--- src/rtl/flagofs_pkg.sv ---
package flagofs_pkg;
  localparam int unsigned NUM_DEFAULTS = 8;

  // default offset chosen at reset from {ld_n, fsel}
  function automatic int unsigned default_offset(input logic [2:0] idx);
    return 32'd8 * 32'(idx) + 32'd7;
  endfunction

  // next serial bit position, wrapping after the last bit
  function automatic int unsigned next_pos(input int unsigned pos, input int unsigned nbits);
    return (pos == nbits - 1) ? 0 : pos + 1;
  endfunction
endpackage

--- src/rtl/ofs_toggle.sv ---
// Two-entry sequence pointer: 0 = almost-empty, 1 = almost-full.
module ofs_toggle (
  input  logic clk,
  input  logic clr,
  input  logic adv,
  output logic sel
);
  always_ff @(posedge clk) begin
    if (clr)      sel <= 1'b0;
    else if (adv) sel <= ~sel;
  end
endmodule

--- src/rtl/ofs_bit_ctr.sv ---
// Serial bit position counter over both offsets.
module ofs_bit_ctr #(
  parameter int unsigned NBITS = 20,
  localparam int unsigned CW = $clog2(NBITS)
) (
  input  logic          clk,
  input  logic          clr,
  input  logic          adv,
  output logic [CW-1:0] pos
);
  import flagofs_pkg::*;

  always_ff @(posedge clk) begin
    if (clr)      pos <= '0;
    else if (adv) pos <= CW'(next_pos(32'(pos), NBITS));
  end
endmodule

--- src/rtl/flag_offset_prog.sv ---
module flag_offset_prog #(
  parameter int unsigned OFS_W = 10
) (
  input  logic             clk,
  input  logic             mrst,
  input  logic             ld_n,
  input  logic [1:0]       fsel,
  input  logic             sen_n,
  input  logic             sdi,
  input  logic             wen_n,
  input  logic [OFS_W-1:0] din,
  input  logic             ren_n,
  output logic [OFS_W-1:0] dout,
  output logic             dout_vld,
  output logic [OFS_W-1:0] ae_ofs,
  output logic [OFS_W-1:0] af_ofs,
  output logic             ser_mode
);
  import flagofs_pkg::*;

  localparam int unsigned NBITS = 2 * OFS_W;
  localparam int unsigned CW    = $clog2(NBITS);

  logic [NBITS-1:0] ofs_q;      // {af, ae}
  logic             mode_q;
  logic [CW-1:0]    bit_pos;
  logic             wsel, rsel;
  logic [OFS_W-1:0] dflt;

  // named internal events
  logic ser_wr_en, par_wr_en, rd_en, seq_clr;

  assign seq_clr   = mrst | ld_n;
  assign ser_wr_en = ~mrst & mode_q & ~ld_n & ~sen_n;
  assign par_wr_en = ~mrst & ~mode_q & ~ld_n & ~wen_n;
  assign rd_en     = ~mrst & ~ld_n & ~ren_n;
  assign dflt      = OFS_W'(default_offset({ld_n, fsel}));

  ofs_bit_ctr #(.NBITS(NBITS)) u_bitctr (
    .clk(clk), .clr(seq_clr), .adv(ser_wr_en), .pos(bit_pos)
  );
  ofs_toggle u_wptr (.clk(clk), .clr(seq_clr), .adv(par_wr_en), .sel(wsel));
  ofs_toggle u_rptr (.clk(clk), .clr(seq_clr), .adv(rd_en),     .sel(rsel));

  always_ff @(posedge clk) begin
    if (mrst) begin
      ofs_q  <= {dflt, dflt};
      mode_q <= ~ld_n;
    end else begin
      if (ser_wr_en) ofs_q[bit_pos] <= sdi;
      if (par_wr_en) begin
        if (wsel) ofs_q[NBITS-1:OFS_W] <= din;
        else      ofs_q[OFS_W-1:0]     <= din;
      end
    end
  end

  always_ff @(posedge clk) begin
    if (mrst) begin
      dout     <= '0;
      dout_vld <= 1'b0;
    end else begin
      dout_vld <= rd_en;
      if (rd_en) dout <= rsel ? ofs_q[NBITS-1:OFS_W] : ofs_q[OFS_W-1:0];
    end
  end

  assign ae_ofs   = ofs_q[OFS_W-1:0];
  assign af_ofs   = ofs_q[NBITS-1:OFS_W];
  assign ser_mode = mode_q;
endmodule

--- config.mk ---
export PLATFORM = sky130hd
export DESIGN_NAME = flag_offset_prog
export DESIGN_NICKNAME = d
export VERILOG_FILES = /design/src/rtl/flagofs_pkg.sv /design/src/rtl/ofs_toggle.sv /design/src/rtl/ofs_bit_ctr.sv /design/src/rtl/flag_offset_prog.sv
export SDC_FILE = /design/constraint.sdc
export NUM_CORES = 1
export LEC_CHECK = 0
export BUFFER_PORTS_ARGS = -buffer_cell sky130_fd_sc_hd__buf_4
export CAP_MARGIN = 20
export CORE_UTILIZATION = 30
export DETAILED_ROUTE_END_ITERATION = 8
export SYNTH_ARGS = -nofsm -noshare
export SYNTH_HDL_FRONTEND = slang
export SYNTH_SLANG_ARGS = --single-unit
--- constraint.sdc ---
create_clock -name clk -period 1.3 [get_ports clk]
set_input_delay 0.065 -clock clk [delete_from_list [all_inputs] [get_ports clk]]
set_output_delay 0.065 -clock clk [all_outputs]
set_load 0.01 [all_outputs]
# After elaboration in Yosys (flattened, before gate mapping)
# Cells that the tools add are included.
[totals] output_inout_bits=32 elab_cells=40 register_bits=39 in_bits=19
[classes] muxes=10 eq_ne=1 bitwise=17 magnitude_cmp=2 addsub=2 n_reduce_logical=1
[ops] cell="$mux W20" count=3
[ops] cell="$mux W10" count=3
[ops] cell="$bwmux W20" count=1
[ops] cell="$and A1 B1 Y1" count=8
[ops] cell="$not A1 Y1" count=8
[ops] cell="$add A6 B3 Y7 const B" count=1
[ops] cell="$lt A5 B6 Y1 const B" count=1
[ops] cell="$add A5 B1 Y5 const B" count=1
[ops] cell="$demux W1 S5" count=1
[ops] cell="$eq A5 B5 Y1 const B" count=1
[ops] cell="$ge A5 B1 Y1 const B" count=1
[ops] cell="$mux W5" count=1
[ops] cell="$logic_and A1 B1 Y1" count=1
[ops] cell="$mux W1" count=1
[ops] cell="$or A1 B1 Y1" count=1

# Logic depth before layout (Yosys ltp)
[logic_depth] word_depth=9 ltp_mapped=6 mapped_depth_nobuf=6

# By module
# From an unflattened synthesis, not the netlist that was laid out.
[hier_totals] hier_cells=224 hier_area_um2=1931.9
[by_module_without_submodules] mod="flag_offset_prog" cells_each=194 area_per_inst_um2=1637.8 n_inst=1 seq_area_each_um2=650.6
[by_module_without_submodules] mod="ofs_bit_ctr" cells_each=24 area_per_inst_um2=229.0 n_inst=1 seq_area_each_um2=100.1
[by_module_without_submodules] mod="ofs_toggle" cells_each=3 area_per_inst_um2=32.5 n_inst=2 seq_area_each_um2=20.0

# Worst setup path after synthesis
# OpenSTA, ideal clock, no wires.
[synth_path] path_kind="reg2reg" from="reg mode_q, in the netlist ser_mode" to="reg ofs_q[18]" setup_time_ps=86 n_path_buf=1 t_arrival_ps=1401 setup_slack_ps=-186 path_stages_with_launch=6 path_cell_list="edfxtp_1 > nor4b_4 > buf_4 > nand3_1 > mux2i_1 > a211oi_1"
[synth_between] elab_chain_cells=7 word_cells_on_any_way=11 classes_between="mux (4); bitwise (7)"
[synth_lines] item="start, declared" line_no="flag_offset_prog.sv:25" source="logic mode_q;"
[synth_lines] item="start signal, assigned" line_no="flag_offset_prog.sv:48" source="mode_q <= ~ld_n;"
[synth_lines] item="$and A1 B1 Y1 (3 in series)" line_no="flag_offset_prog.sv:34" source="assign ser_wr_en = ~mrst & mode_q & ~ld_n & ~sen_n;"
[synth_lines] item="$mux W20" line_no="flag_offset_prog.sv:50" source="if (ser_wr_en) ofs_q[bit_pos] <= sdi;"
[synth_lines] item="$mux W10" line_no="flag_offset_prog.sv:52" source="if (wsel) ofs_q[NBITS-1:OFS_W] <= din;"
[synth_lines] item="$mux W20 (*)" line_no="flag_offset_prog.sv:51" source="if (par_wr_en) begin"
[synth_lines] item="$mux W20 (*)" line_no="flag_offset_prog.sv:46" source="if (mrst) begin"
[synth_lines] item="end signal, assigned" line_no="flag_offset_prog.sv:47" source="ofs_q <= {dflt, dflt};"
[synth_lines] item="end signal, assigned by index" line_no="flag_offset_prog.sv:50"
[synth_lines] item="end signal, assigned by index" line_no="flag_offset_prog.sv:52"
[synth_lines] item="end, declared" line_no="flag_offset_prog.sv:24" source="logic [NBITS-1:0] ofs_q;"
# Every way passes the cells marked *; elsewhere a longest branch is shown, timed or not.
# A chain may end at the register's enable or synchronous reset.

# Worst setup path after layout
[layout_path] from="reg u_bitctr.pos[0]" to="reg ofs_q[16]"
[layout_between] elab_chain_cells=9 word_cells_on_any_way=10 classes_between="order compare (2); mux (7); reduce/logical (1)"
[layout_lines] item="start, declared" line_no="ofs_bit_ctr.sv:9" source="output logic [CW-1:0] pos"
[layout_lines] item="start signal, assigned" line_no="ofs_bit_ctr.sv:15" source="else if (adv) pos <= CW'(next_pos(32'(pos), NBITS));"
[layout_lines] item="$lt A5 B6 Y1 (implied by the code) / $ge A5 B1 Y1 (equally long branches)" line_no="flag_offset_prog.sv:50"
[layout_lines] item="$logic_and A1 B1 Y1 (implied by the code)" line_no="flag_offset_prog.sv:50"
[layout_lines] item="$mux W1 (implied by the code)" line_no="flag_offset_prog.sv:50"
[layout_lines] item="$demux W1 S5 (*)" line_no="flag_offset_prog.sv:50"
[layout_lines] item="$bwmux W20 (*)" line_no="flag_offset_prog.sv:50"
[layout_lines] item="$mux W20 (*)" line_no="flag_offset_prog.sv:50"
[layout_lines] item="$mux W10" line_no="flag_offset_prog.sv:52"
[layout_lines] item="$mux W20 (*)" line_no="flag_offset_prog.sv:51"
[layout_lines] item="$mux W20 (*)" line_no="flag_offset_prog.sv:46"
# Marked as above.

==> impl_summary.txt <==
----------------------------------------------------
[Place]
  Count of input and output buffers ... 50
  Dpl hpwl ... 4040 µm
  Placement-stage cell area ... roughly 0.0026 mm²
  Routability cong. ... about 0.8

[Flow run]
  Count of maximum capacitance violations ... 0

[Critical path]
  R2R setup slack ... -0.1 ns
  Start-to-end type of the worst setup path ... flop to flop
  Launching element type of the critical path ... flop
  Data required, critical path ... about 1.5 ns
  Worst reg2reg path startpoint ... u_bitctr.pos[0]
  Capturing point of the worst reg2reg path ... ofs_q[16]
  Biggest fanout along the worst timing path ... 4
  Number of cells traversed by the worst register-to-register path ... 6
  Type of element capturing the critical path ... flop
  Data arrival time of the critical path ... approximately 1.6 ns

[Layout]
  Number of antenna cells inserted ... 0
  Proportion of layout cells with a drive suffix above 1 ... 0.378
  Top library cells by usage in the layout, fill and taps aside ... sky130_fd_sc_hd__buf_4, sky130_fd_sc_hd__dfxtp_1, sky130_fd_sc_hd__nor2_1
  Final layout net count ... about 320
  Most frequent standard cell in the layout excluding fill and tap cells ... sky130_fd_sc_hd__buf_4
  Final std cell area, no fill ... between 0.002 and 0.003 mm²
  Synth-to-Final Area Change ... 45.3%
  Number of fillers in the final layout ... 625

[Drt]
  Number of DRC markers in iteration 0 ... between 50 and 60
  DR WL/cell ... 14.9 µm
  Drt via density ... ~5.0
  Number of iterations in the first detailed-routing pass ... 6
  Via count ... 1868
  Post-route ant nets ... 0
  Sum of routed wire length over all layers ... 5530 µm
  DRC violations left ... 0

[Power]
  Switching part of the total ... 0.239
  Pwr/cell area ... between 900 and 1000 mW/mm²
  Cell-internal power ... approximately 2.1 mW
  Standby leakage power ... ~1.3 nW
  Sequential Power Share ... 0.459
  Clk pwr share ... 0.403
  Maximum vdd drop ... 0.000396 V
  Net load switching power ... about 670 µW
  Combinational share of power ... 0.139

[Logic synthesis]
  Synthesized instance count ... around 220
  Mapped Nets ... around 240
  Post-Synthesis Cell Area ... just under 0.002 mm²
  Syn_area_per_cell ... between 9 and 10 µm²
  Count of state elements after synthesis ... 39
  Proportion of synthesized chip area in sequential cells ... 0.401
  Number of different library cells in the post-synthesis netlist ... 28
  Number of synthesis warnings ... 0

[Min path]
  Worst Hold Class ... input port to flop
  Hold worst-path end ... ofs_q[2]
  Number of cells on the worst hold path ... 3
  Startpoint of the lowest-slack hold path ... din[2]

[Floorplan]
  Initial standard-cell utilization of the core ... 0.311
  Die Span X ... 83.1 µm
  I/O pins ... 51
  Row Count ... 29
  Core box area ... around 0.0063 mm²
  Die Outline Area ... about 0.0069 mm²
  Vertical extent of the die ... between 80 and 90 µm

[Global routing]
  Antenna violations before repair ... 0
  Number of global-route vias before repair ... 1807
  GRT Residual Overflow ... 0
  Maximum number of pins on one net before global-route repair ... 32
  First-pass GRT wire length ... ~9200 µm
  Total routing resource utilization after global routing ... 0.169

[Outcome]
  Failing checks ... negative setup slack
  Status ... finished with violations

[Clocking]
  Worst-skew pair later-pin latency ... slightly below 0.3 ns
  Register clock-pin slew on the reported worst setup and hold paths ... approximately 0.08 ns
  Hold Buf Count CTS ... 0
  Number of buffers on the longest clock path ... 2
  CTS H-tree depth ... 2
  Cell at the root of the clock tree ... sky130_fd_sc_hd__clkbuf_8
  TritonCTS clock tree ... done
  Number of clock sinks ... 39
  Number of buffers created by CTS ... 5

[STA]
  Count of endpoints failing setup in the final report ... 19
  Share of the cycle needed by the critical path after routing ... 1.08
  Slew at the pin closest to its max-slew limit ... 0.274 ns
  Final worst-path setup slack ... -0.0990 ns
  Final setup skew ... roughly 0.0043 ns
  Total count of hold-check failures in the final report ... 0
  Maximum operating frequency ... 0.715 GHz
  Final critical path time including I/O delays and setup ... 1.40 ns
  Total negative slack for setup checks ... -0.750 ns
  Final Slew Violations ... 0
  Unrepaired setup endpoints after global routing ... true
  Normalized max-slew margin ... 0.812

----------------------------------------------------
-- cell usage after synthesis --
cell,instances,area share
sky130_fd_sc_hd__or2_1,1,0.0032
sky130_fd_sc_hd__xnor2_1,2,0.0089
sky130_fd_sc_hd__nor3b_1,1,0.0038
sky130_fd_sc_hd__nor2_1,34,0.065
sky130_fd_sc_hd__edfxtp_1,1,0.015
sky130_fd_sc_hd__nor2b_1,8,0.025
sky130_fd_sc_hd__nand3b_1,8,0.030
sky130_fd_sc_hd__nand2_1,6,0.011
sky130_fd_sc_hd__buf_2,4,0.010
sky130_fd_sc_hd__nand2b_1,2,0.0063
sky130_fd_sc_hd__nand3_1,13,0.033
sky130_fd_sc_hd__o211ai_1,6,0.023
sky130_fd_sc_hd__ha_1,4,0.025
sky130_fd_sc_hd__nor4_2,1,0.0063
sky130_fd_sc_hd__clkbuf_1,8,0.015
sky130_fd_sc_hd__nand4b_1,1,0.0044
sky130_fd_sc_hd__mux2i_1,30,0.15
sky130_fd_sc_hd__inv_1,4,0.0076
sky130_fd_sc_hd__buf_4,3,0.011
sky130_fd_sc_hd__a211oi_1,18,0.068
sky130_fd_sc_hd__dfxtp_1,38,0.39
sky130_fd_sc_hd__and3_1,1,0.0032
sky130_fd_sc_hd__xor2_1,3,0.013
sky130_fd_sc_hd__nor2_2,1,0.0032
sky130_fd_sc_hd__nor4b_4,1,0.012
sky130_fd_sc_hd__a21oi_1,8,0.020
sky130_fd_sc_hd__o21ai_0,3,0.0076
sky130_fd_sc_hd__nand4_1,9,0.029
-- layer usage --
layer  GRT usage  part of all wire  vias to the layer above
met3      0.0388             0.049                        6
met1       0.232              0.49                      869
met5           0                 0                        -
met4      0.0423            0.0090                        0
li1            -                 -                      930
met2       0.266              0.45                       63
-- how the worst max path moves through the flow --
stage | startpoint | endpoint | cells after the start
2_1_floorplan | ser_mode | ofs_q[13] | 5
3_3_place_gp | ser_mode | ofs_q[11] | 6
3_5_place_dp | ser_mode | ofs_q[12] | 6
4_1_cts | ser_mode | ofs_q[9] | 6
5_1_grt | u_bitctr.pos[0] | ofs_q[16] | 6
6_report | u_bitctr.pos[0] | ofs_q[16] | 6
-- state kept, by name, indices dropped and copies added, names as in the netlist --
name and count:
u_wptr.sel 1, u_bitctr.pos 5, ser_mode 1, ofs_q 20, dout 10, dout_vld 1, u_rptr.sel 1
-- what timing repair did --
action	in CTS	in global routing
endpoints found under the setup margin	21	24
pin swaps	12	6
cloned	2	0
resized for setup	11	11
setup buffers	3	1
-- layout make-up --
cell class | count | area [µm²] | share of cell area
flip-flops and latches | 39 | 795 | 0.277
clock buffers | 7 | 97.6 | 0.0340
well taps | 77 | 96.3 | 0.0336
repair buffers | 82 | 663 | 0.231
clock inverters | 1 | 30.0 | 0.0105
multi-input cells | 161 | 1170 | 0.408
inverters | 4 | 15.0 | 0.00524
-- cells by family after synthesis --
logic type / synth area share
XOR/XNOR: 0.0222
AND/OR/NAND/NOR: 0.236
flip-flops: 0.401
adder cells (fa/ha/maj): 0.0254
AO/OA/AOI/OAI: 0.119
buffers and inverters: 0.0444
multiplexers: 0.152
-- power groups by stage --
stage | clock network (mW) | logic, mW | registers, mW
finish | 1.13 | 0.390 | 1.29
global route | 1.22 | 0.421 | 1.30
CTS | 1.16 | 0.393 | 1.29
detailed placement | 0 | 0.373 | 1.32
global placement | 0 | 0.370 | 1.32
floorplan | 0 | 0.151 | 1.34
-- critical path: stages, from the launching register on --
cell and delay, ns:
sky130_fd_sc_hd__dfxtp_2 0.34, sky130_fd_sc_hd__inv_1 0.08, sky130_fd_sc_hd__ha_1 0.17, sky130_fd_sc_hd__nor2b_2 0.26, sky130_fd_sc_hd__nand3_1 0.13, sky130_fd_sc_hd__mux2i_1 0.14, sky130_fd_sc_hd__a211oi_1 0.19
-- through the flow --
| step | total power, mW | std cells | hold slack (ns) | utilization | setup slack, ns |
|---|---|---|---|---|---|
| 3_3_place_gp | 1.69 | 359 | 0.310 | 0.413 | -0.126 |
| 6_report | 2.81 | 371 | 0.0155 | 0.451 | -0.0990 |
| 2_1_floorplan | 1.49 | 219 | 0.177 | - | -0.159 |
| 3_5_place_dp | 1.69 | 359 | 0.318 | 0.413 | -0.138 |
| 4_1_cts | 2.84 | 372 | 0.00990 | 0.448 | -0.111 |
| 5_1_grt | 2.94 | 371 | 0.00444 | 0.451 | -0.187 |
No activity file was read; power rests on OpenSTA's default activity.
